--- config.mk ---
export PLATFORM = sky130hd
export DESIGN_NAME = pixel_capture_tagger
export DESIGN_NICKNAME = d
export VERILOG_FILES = /design/src/rtl/pixel_capture_tagger.sv
export SDC_FILE = /design/constraint.sdc
export NUM_CORES = 1
export LEC_CHECK = 0
export BUFFER_PORTS_ARGS = -buffer_cell sky130_fd_sc_hd__clkbuf_2
export CORE_ASPECT_RATIO = 1.5
export CORE_MARGIN = 10
export CORE_UTILIZATION = 40
export CTS_CLUSTER_SIZE = 16
export DETAILED_ROUTE_END_ITERATION = 7
export SETUP_SLACK_MARGIN = 0.05
export SKIP_CTS_REPAIR_TIMING = 1
export SYNTH_ARGS = -nofsm -noshare
export SYNTH_HDL_FRONTEND = slang
export SYNTH_SLANG_ARGS = --single-unit
--- constraint.sdc ---
create_clock -name clk -period 3.4 [get_ports clk]
set_clock_uncertainty 0.1 [all_clocks]
set_input_delay 1.02 -clock clk [delete_from_list [all_inputs] [get_ports clk]]
set_output_delay 1.02 -clock clk [all_outputs]
set_load 0.05 [all_outputs]
--- src/rtl/pixel_capture_tagger.sv ---
module pixel_capture_tagger #(
  parameter int          PIX_BITS     = 10,
  parameter int          MAX_LINE_PIX = 64,
  parameter logic [15:0] FRAME_WIDTH  = 16'd64,
  parameter logic [15:0] FRAME_HEIGHT = 16'd16,
  parameter logic [15:0] START_CODE   = 16'hC35A
) (
  input  logic                clk,
  input  logic                rst_n,
  input  logic [PIX_BITS-1:0] px_data,
  input  logic                frame_valid,
  input  logic                line_valid,
  input  logic                q_full,
  output logic                q_wr,
  output logic [8:0]          q_word,
  output logic                overflow
);
  localparam int ACC_W = (PIX_BITS - 8) * MAX_LINE_PIX + 48;
  localparam int CNT_W = $clog2(ACC_W + 1);

  logic             fv_q, lv_q;
  logic [3:0]       hdr_left;
  logic [1:0]       mk_left;
  logic [15:0]      frame_cnt, hdr_frame, line_idx, mk_val;
  logic [ACC_W-1:0] acc;
  logic [CNT_W-1:0] cnt;

  wire px_in      = frame_valid & line_valid;
  wire frame_rise = frame_valid & ~fv_q;
  wire line_rise  = px_in & ~lv_q;
  wire line_end   = lv_q & ~px_in;

  wire take_hdr = hdr_left != 4'd0;
  wire take_mk  = !take_hdr && mk_left != 2'd0;
  wire take_px  = !take_hdr && !take_mk && cnt >= CNT_W'(8);
  wire emit     = take_hdr | take_mk | take_px;

  wire [63:0] hdr_bits = {FRAME_HEIGHT, FRAME_WIDTH, hdr_frame, START_CODE};
  wire [3:0]  hdr_off  = 4'd8 - hdr_left;
  wire [7:0]  hdr_byte = hdr_bits[{hdr_off[2:0], 3'b000} +: 8];
  wire [7:0]  mk_byte  = (mk_left == 2'd2) ? mk_val[7:0] : mk_val[15:8];

  logic [8:0] emit_word;
  always_comb begin
    if (take_hdr)     emit_word = {1'b1, hdr_byte};
    else if (take_mk) emit_word = {1'b1, mk_byte};
    else              emit_word = {1'b0, acc[7:0]};
  end

  wire [CNT_W-1:0] cnt_after = take_px ? cnt - CNT_W'(8) : cnt;
  wire [ACC_W-1:0] acc_after = take_px ? (acc >> 8) : acc;
  wire [ACC_W-1:0] acc_ins   = px_in ? (acc_after | (ACC_W'(px_data) << cnt_after)) : acc_after;
  wire [CNT_W-1:0] cnt_ins   = px_in ? cnt_after + CNT_W'(PIX_BITS) : cnt_after;
  wire [CNT_W-1:0] cnt_pad   = (cnt_ins + CNT_W'(7)) & ~CNT_W'(7);

  always_ff @(posedge clk or negedge rst_n) begin
    if (!rst_n) begin
      fv_q      <= 1'b0;
      lv_q      <= 1'b0;
      hdr_left  <= '0;
      mk_left   <= '0;
      frame_cnt <= '0;
      hdr_frame <= '0;
      line_idx  <= '0;
      mk_val    <= '0;
      acc       <= '0;
      cnt       <= '0;
      q_wr      <= 1'b0;
      q_word    <= '0;
      overflow  <= 1'b0;
    end else begin
      fv_q <= frame_valid;
      lv_q <= px_in;

      q_wr <= emit & ~q_full;
      if (emit & ~q_full) q_word <= emit_word;
      if (emit & q_full)  overflow <= 1'b1;

      if (frame_rise) begin
        hdr_left  <= 4'd8;
        hdr_frame <= frame_cnt;
        frame_cnt <= frame_cnt + 16'd1;
      end else if (take_hdr) begin
        hdr_left <= hdr_left - 4'd1;
      end

      if (line_rise) begin
        mk_left  <= 2'd2;
        mk_val   <= frame_rise ? 16'd0 : line_idx;
        line_idx <= frame_rise ? 16'd1 : line_idx + 16'd1;
      end else begin
        if (take_mk)    mk_left  <= mk_left - 2'd1;
        if (frame_rise) line_idx <= 16'd0;
      end

      acc <= acc_ins;
      cnt <= line_end ? cnt_pad : cnt_ins;
    end
  end
endmodule

# Word-level counts from Yosys, hierarchy flattened
# Cells that the tools add are included.
[classes] add_sub_neg=8 mul=0 div=0 n_lt_le_gt_ge=1 eq_ne=1 n_shift=2 mux=15 bitwise=13 n_reduce_logical=9
[ops] operator="$mux 176" n=2
[ops] operator="$or 176x176->176" n=1
[ops] operator="$shl 10x8->176" n=1
[ops] operator="$shiftx 64x7->8" n=1
[ops] operator="$mux 16" n=3
[ops] operator="$add 16x1->16 const B" n=2
[ops] operator="$mux 8" n=4
[ops] operator="$mux 9" n=2
[ops] operator="$add 8x3->8 const B" n=1
[ops] operator="$add 8x4->8 const B" n=1
[ops] operator="$ge 8x4->1 const B" n=1
[ops] operator="$mux 4" n=2
[ops] operator="$sub 8x4->8 const B" n=1
[ops] operator="$and 1x1->1" n=6
[ops] operator="$reduce_bool 2->1" n=3
[ops] operator="$mux 2" n=2
[ops] operator="$not 1->1" n=4
[ops] operator="$reduce_bool 4->1" n=1
[ops] operator="$sub 4x1->4 const B" n=1
[ops] operator="$logic_and 1x1->1" n=3
[ops] operator="$sub 1x3->3 const A" n=1
[ops] operator="$eq 2x2->1 const B" n=1
[ops] operator="$logic_not 1->1" n=2
[ops] operator="$or 1x1->1" n=2
[ops] operator="$sub 2x1->2 const B" n=1
[totals] ff_bits=267 latch_bits=0 ramBits=0 romBits=0 input_bits=15 output_inout_bits=11 word_cells=62 mem_count=0

# Longest topological paths before layout
# Gate-level depths: netlist of run 1.
[depth] word_depth=11 ltp_mapped=13 mapped_depth_nobuf=8

# Least setup slack after synthesis of run 1
# Ideal clock, no wire load.
[synth_path] kind="register to register" start="reg hdr_left[0]" end="reg acc[110]" setup_time_ns=0.080 t_arrival_ns=3.136 required_ns=3.220 setup_slack_ns=0.084 stages_incl_launch_ff=14 synth_period_minus_slack_ns=3.316 path_cell_list="dfrtp_1 > buf_1 > inv_1 > ha_1 > buf_2 > and4bb_2 > buf_2 > nand2_1 > a22oi_1 > or4_1 > buf_4 > or3_1 > buf_4 > o22ai_2"
[synth_between] elab_chain_cells=10 word_cells_on_any_way=11
[synth_lines] element="start: declaration" line_no="22" rtl="logic [3:0] hdr_left;"
[synth_lines] element="start signal: assignment" line_no="84" rtl="hdr_left <= hdr_left - 4'd1;"
[synth_lines] element="$reduce_bool 4->1 *" line_no="33" rtl="wire take_hdr = hdr_left != 4'd0;"
[synth_lines] element="$logic_not 1->1 *" line_no="34, 35"
[synth_lines] element="$logic_and 1x1->1" line_no="34" rtl="wire take_mk = !take_hdr && mk_left != 2'd0;"
[synth_lines] element="$logic_not 1->1" line_no="35" rtl="wire take_px = !take_hdr && !take_mk && cnt >= CNT_W'(8);"
[synth_lines] element="$logic_and 1x1->1 * (2 in a row)" line_no="35"
[synth_lines] element="$mux 8" line_no="50" rtl="wire [CNT_W-1:0] cnt_after = take_px ? cnt - CNT_W'(8) : cnt;"
[synth_lines] element="$shl 10x8->176" line_no="52" rtl="wire [ACC_W-1:0] acc_ins = px_in ? (acc_after | (ACC_W'(px_data) << cnt_after)) : acc_after;"
[synth_lines] element="$or 176x176->176" line_no="52"
[synth_lines] element="$mux 176 *" line_no="52"
[synth_lines] element="net acc_ins[110]" line_no="52"
[synth_lines] element="end signal: assignment" line_no="96" rtl="acc <= acc_ins;"
[synth_lines] element="end: declaration" line_no="25" rtl="logic [ACC_W-1:0] acc;"
# Mark *: on every way through the listed nets, which the timed path passes. The rest lies on a longest branch.
# A chain may end at the register's enable or synchronous reset.

# Final worst setup path of run 1
[layout_path] start="reg hdr_left[0]" end="reg acc[105]"
# Same word-level chain as after synthesis.

==> results.md, run 1 <==
* Outcome: complete, no violations
* Final Slew Violations at 0
* Post-route total power at 9.735 mW
* Port Buffers at 25
* DRT Wirelength at about 36 mm
* Min cycle time layout at between 3 and 4 ns
* Filler cells at between 3k and 4k
* Clock group share of total power at 0.321
* # clock sinks at about 270
* Register Area at roughly 6700 µm²
* Synth Cell Area at between 10000 and 15000 µm²
* Syn_nets at between 1k and 1.5k
* Layout Area Growth over Synthesis at 13.07%
* DR pass1 iterations at 5
* Gate Count Post-Synth at ~1.3k
* Die Area at between 30000 and 40000 µm²
* RSZ-0062 raised after global routing: false
* Power Density at 693.0 nW/µm²
* Final setup fails at 0
* Core area at 30840 µm²
* Synth top area share at 0.5358
* CP top delay family: simple AND/OR/NAND/NOR gates
* Worst skew pair latency at 0.56 ns
* Crit start category: register
* Io pins at 26
* First-pass GRT wire length at between 50 and 60 mm
* Largest net degree at the start of global routing at 177
* Via Count at 10.13k
* DR WL/cell at between 15 and 20 µm
* CTS tree: yes
* Root Driver: clkbuf_16
* Clock slew at reported path FFs at ~0.060 ns
* Crit path DAT at 3.57 ns
* Worst slew margin at 0.3376
* Post-synthesis sequential area ratio at 0.5358
* CP Class: reg2reg
* WP buf/inv at 3
* Via/cell ratio at between 5 and 6
* Count of different cell masters after synthesis at 60
* Actual slew at the worst max-slew pin at 0.9935 ns
* Yosys top cell by area: dfrtp_1
* Share of layout cells above drive strength 1 at 0.1027
* Total Routing Usage GR at 0.1846
* Number of enable flip-flop cells after synthesis at 0
* Top post-synthesis cells by area: dfrtp_1 (54%), nor2_1 (11%), o22ai_1 (7.3%)
* Total number of H-tree levels at 1
* P_sw at around 3.5 mW
* Fmax at approximately 310 MHz
* Final hold vios at 0
* HPWL Detailed at ~23 mm
* Post-DRT Antenna Nets at 0
* Starting density of the core at 0.4028
* Iteration-0 DRC Markers at between 800 and 900
* CP peak stage delay at 0.54 ns
* Overflow after GRT at 0
* CP max-delay cell: a2111oi_0
* Antenna diode count at 0
* Post-route clock period utilization at 0.9384
* Sw frac at 0.3631
* Peak supply drop at about 0.37 mV
* Placer Congestion at slightly below 0.9
* Clock tree buffer depth at 3
* Crit-path cells: inv_1 -> ha_1 -> nand4bb_4 -> a2111oi_0 -> buf_4 -> xor2_1 -> or4_1 -> or3_1 -> buf_4 -> o22ai_2
* Hold/Removal Path Class: in2async
* Most common cell after layout, fill and taps aside: nor2_1
* Combinational power share at 0.294
* Setup_tns at 0 ns
* Die width at 163.9 µm
* Top_reg_cell synth: dfrtp_1
* Multi-input logic area at around 5400 µm²
* Nets at between 1k and 1.5k
* Pleak at ~5.6 nW
* Max FO, Critical Path at 12
* R2R setup slack at approximately 0.21 ns
* Core Util, Final at 0.4555
* Flops & latches, synth at about 270
* Row count at just under 80
* Design internal power at roughly 6.2 mW
* Die height at 235.8 µm
* Hold slack at 0.2899 ns
* DRC at 0
* Synth warn at 0
* Max_cap viols at 0
* Sequential Power Share at 0.385
* Crit path capture type: register
* Most common cell on crit path: buf_4
* Ys async rst share at 1.000
* Worst EP required at about 3.8 ns
* Initial antenna violation count at 0
* Commonest non-fill, non-tap cells in the layout: nor2_1 (350), dfrtp_1 (266), o22ai_1 (144)
* Clock buffers created by TritonCTS at 28
* Syn Area/Cell at about 9 µm²
* Vias in the first global route at roughly 10k
-- registers in the layout (all words and copies together), names as in the netlist, 2 cells and up --
signal,count
hdr_frame,16
mk_left,2
acc,176
line_idx,16
frame_cnt,16
mk_val,16
q_word,9
hdr_left,4
cnt,7
-- layout make-up --
cell class,count,area share
clock buffers,40,0.05959
inverters,11,0.002939
clock inverters,9,0.006769
multi-input cells,975,0.3825
flip-flops and latches,266,0.4739
well taps,405,0.03607
repair buffers,72,0.03830
-- power by group through the flow --
| stage | Combinational (mW) | Clock [mW] | Sequential (mW) |
|---|---|---|---|
| 2_1_floorplan | 1.82 | 0 | 3.81 |
| 3_3_place_gp | 2.80 | 0 | 3.79 |
| 3_5_place_dp | 2.83 | 0 | 3.80 |
| 4_1_cts | 2.85 | 3.19 | 3.75 |
| 5_1_grt | 3.13 | 3.33 | 3.80 |
| 6_report | 2.86 | 3.12 | 3.75 |
-- cells in the mapped netlist, drive strengths merged (10+ instances only) --
master and instances:
nor2 351, dfrtp 266, o22ai 152, nand2 143, clkbuf 76, mux2i 40
o21ai 36, nand3 27, a21oi 24, xnor2 24, o221ai 20, xor2 17
buf 16, a22oi 13, and3 12, inv 11, nand4 10
-- cells by family (layout without fill, tap and decap cells) --
family | Yosys count | after routing | synth area share
and+or+nand+nor | 595 | 595 | 0.2019
AOI/OAI and AO/OA | 284 | 284 | 0.1538
DFF | 266 | 266 | 0.5358
buffers and inverters | 103 | 132 | 0.03283
muxes | 46 | 46 | 0.03767
xor gates and xnor gates | 41 | 41 | 0.02890
adders and majority gates | 9 | 9 | 0.009065
-- through the flow --
stage	cell area [µm²]	cells	setup WS [ns]
global placement	13120	1729	0.3558
global route	14050	1778	0.07880
detailed placement	13120	1729	0.3206
finish	14050	1778	0.2096
CTS	14050	1778	0.2704
floorplan	12420	1344	0.08363
-- routing by layer --
layer,up-vias,share of wire,GRT usage
li1,4696,-,-
met1,5030,0.43,0.2436
met2,304,0.47,0.2907
met3,96,0.050,0.02406
met4,0,0.052,0.09313
met5,-,0,0
-- worst paths after layout --
kind / depth (start not counted) / from / to
max: 10 / hdr_left[0] / acc[105]
min: 1 / rst_n / frame_cnt[7]
max reg2reg: 10 / hdr_left[0] / acc[105]
min reg2reg: 1 / frame_cnt[15] / frame_cnt[15]
max in group asynchronous: 2 / rst_n / q_word[3]
min in group clk: 1 / frame_cnt[15] / frame_cnt[15]
(Power assumes the default switching activity.)
==> run 2, diff against run 1 <==
--- a/config.mk
+++ b/config.mk
@@ -9,6 +9,7 @@
 export CORE_ASPECT_RATIO = 1.5
 export CORE_MARGIN = 10
 export CORE_UTILIZATION = 40
+export CTS_BUF_LIST = sky130_fd_sc_hd__clkbuf_16
 export CTS_CLUSTER_SIZE = 16
 export DETAILED_ROUTE_END_ITERATION = 7
 export SETUP_SLACK_MARGIN = 0.05
==> results.md, run 2 (synthesis results as in run 1) <==
* Die height at 235.8 µm (unchanged)
* Filler cells at 3013 (+0.27%)
* Vias in the first global route at 10.20k (+0.36%)
* Clock slew at reported path FFs at 0.06 ns (about the same)
* Actual slew at the worst max-slew pin at 0.9651 ns (-0.02846 ns)
* Largest register by flop count: acc
* Met1 GRT Util at 0.2431 (-0.0005479)
* Pleak at 5.556 nW (-0.41%)
* CP Class: reg2reg
* Row count at 79 (unchanged)
* Clock buffers created by TritonCTS at 28 (unchanged)
* Iteration-0 DRC Markers at 874 (+4.3%)
* Nets at 1378 (unchanged)
* Inst Count DP at 1729 (unchanged)
* Placer Congestion at 0.8885 (unchanged)
* RSZ-0062 raised after global routing: false
* Crit path DAT at 3.57 ns (about the same)
* Outcome: complete, no violations
* Initial antenna violation count at 0 (unchanged)
* Most common cell after layout, fill and taps aside: nor2_1
* Die width at 163.9 µm (unchanged)
* Via/cell ratio at 5.680 (-0.27%)
* Min cycle time layout at 3.198 ns (+0.007436 ns)
* Fmax at 312.7 MHz (-0.23%)
* Share of layout cells above drive strength 1 at 0.09760 (-0.005098)
* Final setup fails at 0 (unchanged)
* CTS tree: yes
* Clock tree buffer depth at 3 (unchanged)
* Grt peak-use layer: met2
* Worst skew pair latency at 0.56 ns (about the same)
* Hold slack at 0.2839 ns (-0.006017 ns)
* Worst slew margin at 0.3566 (+0.01898)
* Via Count at 10.10k (-0.27%)
* Worst EP required at 3.78 ns (about the same)
* Commonest non-fill, non-tap cells in the layout: nor2_1 (350), dfrtp_1 (266), o22ai_1 (144)
* Non-filler cells, final at 1778 (unchanged)
* Antenna diode count at 0 (unchanged)
* Total Routing Usage GR at 0.1847 (about the same)
* Total number of H-tree levels at 1 (unchanged)
* M3 GR Usage at 0.02406 (unchanged)
* Die Area at 38650 µm² (unchanged)
* Post-route clock period utilization at 0.9405 (+0.002187)
* Setup_tns at 0 ns (unchanged)
* DRC at 0 (unchanged)
* HPWL Detailed at 22.95 mm (unchanged)
* Final hold vios at 0 (unchanged)
* Root Driver: clkbuf_16
* Largest register FFs at 176 (unchanged)
* Post-route total power at 9.569 mW (-1.7%)
* First-pass GRT wire length at 57.76 mm (about the same)
* Core area at 30840 µm² (unchanged)
* DR pass1 iterations at 5 (unchanged)
* Met2 GRT Util at 0.2914 (+0.0007415)
* Starting density of the core at 0.4028 (unchanged)
* Final Slew Violations at 0 (unchanged)
* Crit path capture type: register
* # clock sinks at 266 (unchanged)
* Peak supply drop at 0.3711 mV (+0.78%)
* Post-DRT Antenna Nets at 0 (unchanged)
* Io pins at 26 (unchanged)
* Overflow after GRT at 0 (unchanged)
* DR WL/cell at 19.99 µm (about the same)
* Register Area at 6656 µm² (unchanged)
* Layout Area Growth over Synthesis at 12.51%
* DRT Wirelength at 35.54 mm (about the same)
* Largest net degree at the start of global routing at 177 (unchanged)
* Port Buffers at 25 (unchanged)
* Hold/Removal Path Class: in2async
* Crit start category: register
* Max_cap viols at 0 (unchanged)
* Max FO, Critical Path at 12 (unchanged)
* Multi-input logic area at 5373 µm² (unchanged)
* Power Density at 684.6 nW/µm² (-1.2%)
## run 2: worst paths after layout
path / start / to / slack, ns / cells past startpoint
min in group clk: frame_cnt[15] / frame_cnt[15] / 0.37 / 1
max in group asynchronous: rst_n / q_word[3] / 2.14 / 2
worst max-delay path: hdr_left[0] / acc[107] / 0.20 / 10
worst max register to register: hdr_left[0] / acc[107] / 0.20 / 10
worst min register to register: frame_cnt[15] / frame_cnt[15] / 0.37 / 1
worst min-delay path: rst_n / frame_cnt[7] / 0.28 / 1
## run 2: routing by layer
metal	routed length, µm	up-vias
li1	-	4693
met1	14880	4985
met2	16840	319
met3	1943	102
met4	1877	0
met5	0	-
## run 2: final cells by class
class	instances	area share
Clock buffer	29	0.05192
Clock inverter	20	0.009757
Inverter	11	0.002954
Multi-Input combinational cell	975	0.3844
Sequential cell	266	0.4762
Tap cell	405	0.03625
Timing Repair Buffer	72	0.03849
## run 2: worst max-delay path, cell delays in order (launching register included)
cell	delay, ns
dfrtp_1	0.38
inv_1	0.13
ha_1	0.25
nand4bb_4	0.25
a2111oi_0	0.54
buf_4	0.22
xor2_1	0.08
or4_1	0.45
or3_1	0.32
buf_4	0.22
o22ai_2	0.16
## run 2: where the power goes
group	switching (mW)	total [mW]	internal, mW
registers	0.289	3.75	3.46
clock network	1.28	2.95	1.68
logic	1.97	2.86	0.890
total	3.54	9.57	6.03
## run 2: stage by stage
step	area, µm²	util	setup WS [ns]
4_1_cts	13980	0.4532	0.2686
5_1_grt	13980	0.4532	0.07806
2_1_floorplan	12420	-	0.08363
3_3_place_gp	13120	0.4253	0.3558
3_5_place_dp	13120	0.4253	0.3206
6_report	13980	0.4532	0.2022
==> run 3, diff against run 2 <==
--- a/config.mk
+++ b/config.mk
@@ -6,12 +6,14 @@
 export NUM_CORES = 1
 export LEC_CHECK = 0
 export BUFFER_PORTS_ARGS = -buffer_cell sky130_fd_sc_hd__clkbuf_2
+export CELL_PAD_IN_SITES_DETAIL_PLACEMENT = 1
+export CELL_PAD_IN_SITES_GLOBAL_PLACEMENT = 2
 export CORE_ASPECT_RATIO = 1.5
-export CORE_MARGIN = 10
-export CORE_UTILIZATION = 40
+export CORE_UTILIZATION = 36
 export CTS_BUF_LIST = sky130_fd_sc_hd__clkbuf_16
 export CTS_CLUSTER_SIZE = 16
 export DETAILED_ROUTE_END_ITERATION = 7
+export PLACE_DENSITY_LB_ADDON = 0.1
 export SETUP_SLACK_MARGIN = 0.05
 export SKIP_CTS_REPAIR_TIMING = 1
 export SYNTH_ARGS = -nofsm -noshare
==> results.md, run 3 (synthesis results as in run 1) <==
* Power Density at 689.1 nW/µm² (+0.65%)
* Final Slew Violations at 0 (unchanged)
* Total Routing Usage GR at 0.2506 (+0.06592)
* CTS tree: yes
* CP Class: reg2reg
* First-pass GRT wire length at 66.82 mm (+16%)
* RSZ-0062 raised after global routing: false
* Io pins at 26 (unchanged)
* Peak supply drop at 0.3581 mV (-3.5%)
* Clock buffers created by TritonCTS at 29 (+3.6%)
* WP buf/inv at 2 (-1)
* Via/cell ratio at 5.586 (-1.7%)
* Final Instance Area at 14140 µm² (+1.2%)
* Filler cells at 3966 (+32%)
* Actual slew at the worst max-slew pin at 0.9120 ns (-0.05311 ns)
* Final hold vios at 0 (unchanged)
* Antenna diode count at 0 (unchanged)
* Nets at 1398 (+1.5%)
* Crit-path cells: inv_1 -> ha_1 -> nand4bb_4 -> a2111oi_0 -> buf_4 -> xnor2_1 -> nand4_2 -> or3_1 -> o22ai_1
* Final setup fails at 0 (unchanged)
* DR WL/cell at 23.49 µm (+18%)
* Max FO, Critical Path at 12 (unchanged)
* Clock slew at reported path FFs at 0.06 ns (about the same)
* CP top delay family: simple AND/OR/NAND/NOR gates
* DRT Wirelength at 42.75 mm (+20%)
* Crit path DAT at 3.52 ns (-0.05 ns)
* Max_cap viols at 0 (unchanged)
* Total number of H-tree levels at 1 (unchanged)
* Hold/Removal Path Class: in2async
* Die Area at 35270 µm² (-8.8%)
* Min cycle time layout at 3.137 ns (-0.06104 ns)
* Worst skew pair latency at 0.58 ns (+0.02 ns)
* DR pass1 iterations at 5 (unchanged)
* Pleak at 5.648 nW (+1.7%)
* Share of layout cells above drive strength 1 at 0.1097 (+0.01208)
* Post-route clock period utilization at 0.9226 (-0.01795)
* HPWL Detailed at 28.85 mm (+26%)
* # clock sinks at 266 (unchanged)
* Reg2Reg Depth at 9 (-1)
* CP max-delay cell: or3_1
* Non-filler cells, final at 1820 (+2.4%)
* Post-route total power at 9.743 mW (+1.8%)
* Port Buffers at 25 (unchanged)
* Worst slew margin at 0.3920 (+0.03540)
* Die height at 229.5 µm (-2.7%)
* Inst Count DP at 1768 (+2.3%)
* CP peak stage delay at 0.65 ns (+0.11 ns)
* Clock tree buffer depth at 3 (unchanged)
* Pre-CTS setup slack at 0.1226 ns (-0.1980 ns)
* Crit start category: register
* Layout Area Growth over Synthesis at 13.81%
* Die width at 153.7 µm (-6.2%)
* Root Driver: clkbuf_16
* Cell Area, Placed at 13280 µm² (+1.3%)
* Via Count at 10.17k (+0.66%)
* Core Util, Final at 0.4151 (-0.03815)
* Core area at 34060 µm² (+10%)
* Setup_tns at 0 ns (unchanged)
* Hold slack at 0.2510 ns (-0.03284 ns)
* Largest net degree at the start of global routing at 143 (-19%)
* Placer Congestion at 0.8207 (-7.6%)
* Final worst slack at 0.2632 ns (+0.06104 ns)
* DRC at 0 (unchanged)
* Fmax at 318.8 MHz (+1.9%)
* Row count at 83 (+5.1%)
* Largest register by flop count: acc
* Overflow after GRT at 0 (unchanged)
* CP Depth at 9 (-1)
* Outcome: complete, no violations
* Vias in the first global route at 10.95k (+7.3%)
* Crit path capture type: register
* Largest register FFs at 176 (unchanged)
* Post-DRT Antenna Nets at 0 (unchanged)
* Worst EP required at 3.78 ns (about the same)
* Initial antenna violation count at 0 (unchanged)
* Starting density of the core at 0.3647 (-0.03812)
* Iteration-0 DRC Markers at 675 (-23%)
* Most common cell after layout, fill and taps aside: nor2_1
* Commonest non-fill, non-tap cells in the layout: nor2_1 (350), dfrtp_1 (266), o22ai_1 (144)
## run 3: cell count changes in the layout (fill, tap and decap cells not counted)
cell,previous run,this run
buf_4,43,62
clkinv_1,7,9
inv_1,15,17
bufinv_16,2,1
clkinv_2,7,6
inv_6,0,1
or3_1,9,8
or3_4,0,1
## run 3: worst paths after layout
kind                                 end   startpoint  slack [ns]
min                         line_idx[12]        rst_n        0.25
min reg2reg                    mk_val[1]    mk_val[1]        0.37
max in group asynchronous  frame_cnt[12]        rst_n        2.14
max                              acc[43]  hdr_left[0]        0.26
max reg2reg                      acc[43]  hdr_left[0]        0.26
min in group clk               mk_val[1]    mk_val[1]        0.37
## run 3: metal layers
layer | track usage | vias to the layer above | routed length (µm)
li1 | - | 4736 | -
met1 | 0.2994 | 5188 | 17550
met2 | 0.4455 | 164 | 21890
met3 | 0.03103 | 78 | 1361
met4 | 0.1156 | 0 | 1951
met5 | 0 | - | 0
## run 3: where the power goes
group          total, mW  leakage [nW]  internal [mW]  switching, mW
logic               3.04          2.45          0.938           2.10
clock network       2.95         0.446           1.61           1.34
registers           3.75          2.76           3.46          0.291
## run 3: area by class of cell
cell class	instances	area (µm²)	area share
clock buffer	29	725.7	0.05133
tap	425	531.8	0.03761
sequential	266	6656	0.4708
timing repair buffer	91	680.7	0.04814
multi-input combinational	975	5378	0.3804
clock inverter	23	125.1	0.008850
inverter	11	41.29	0.002920
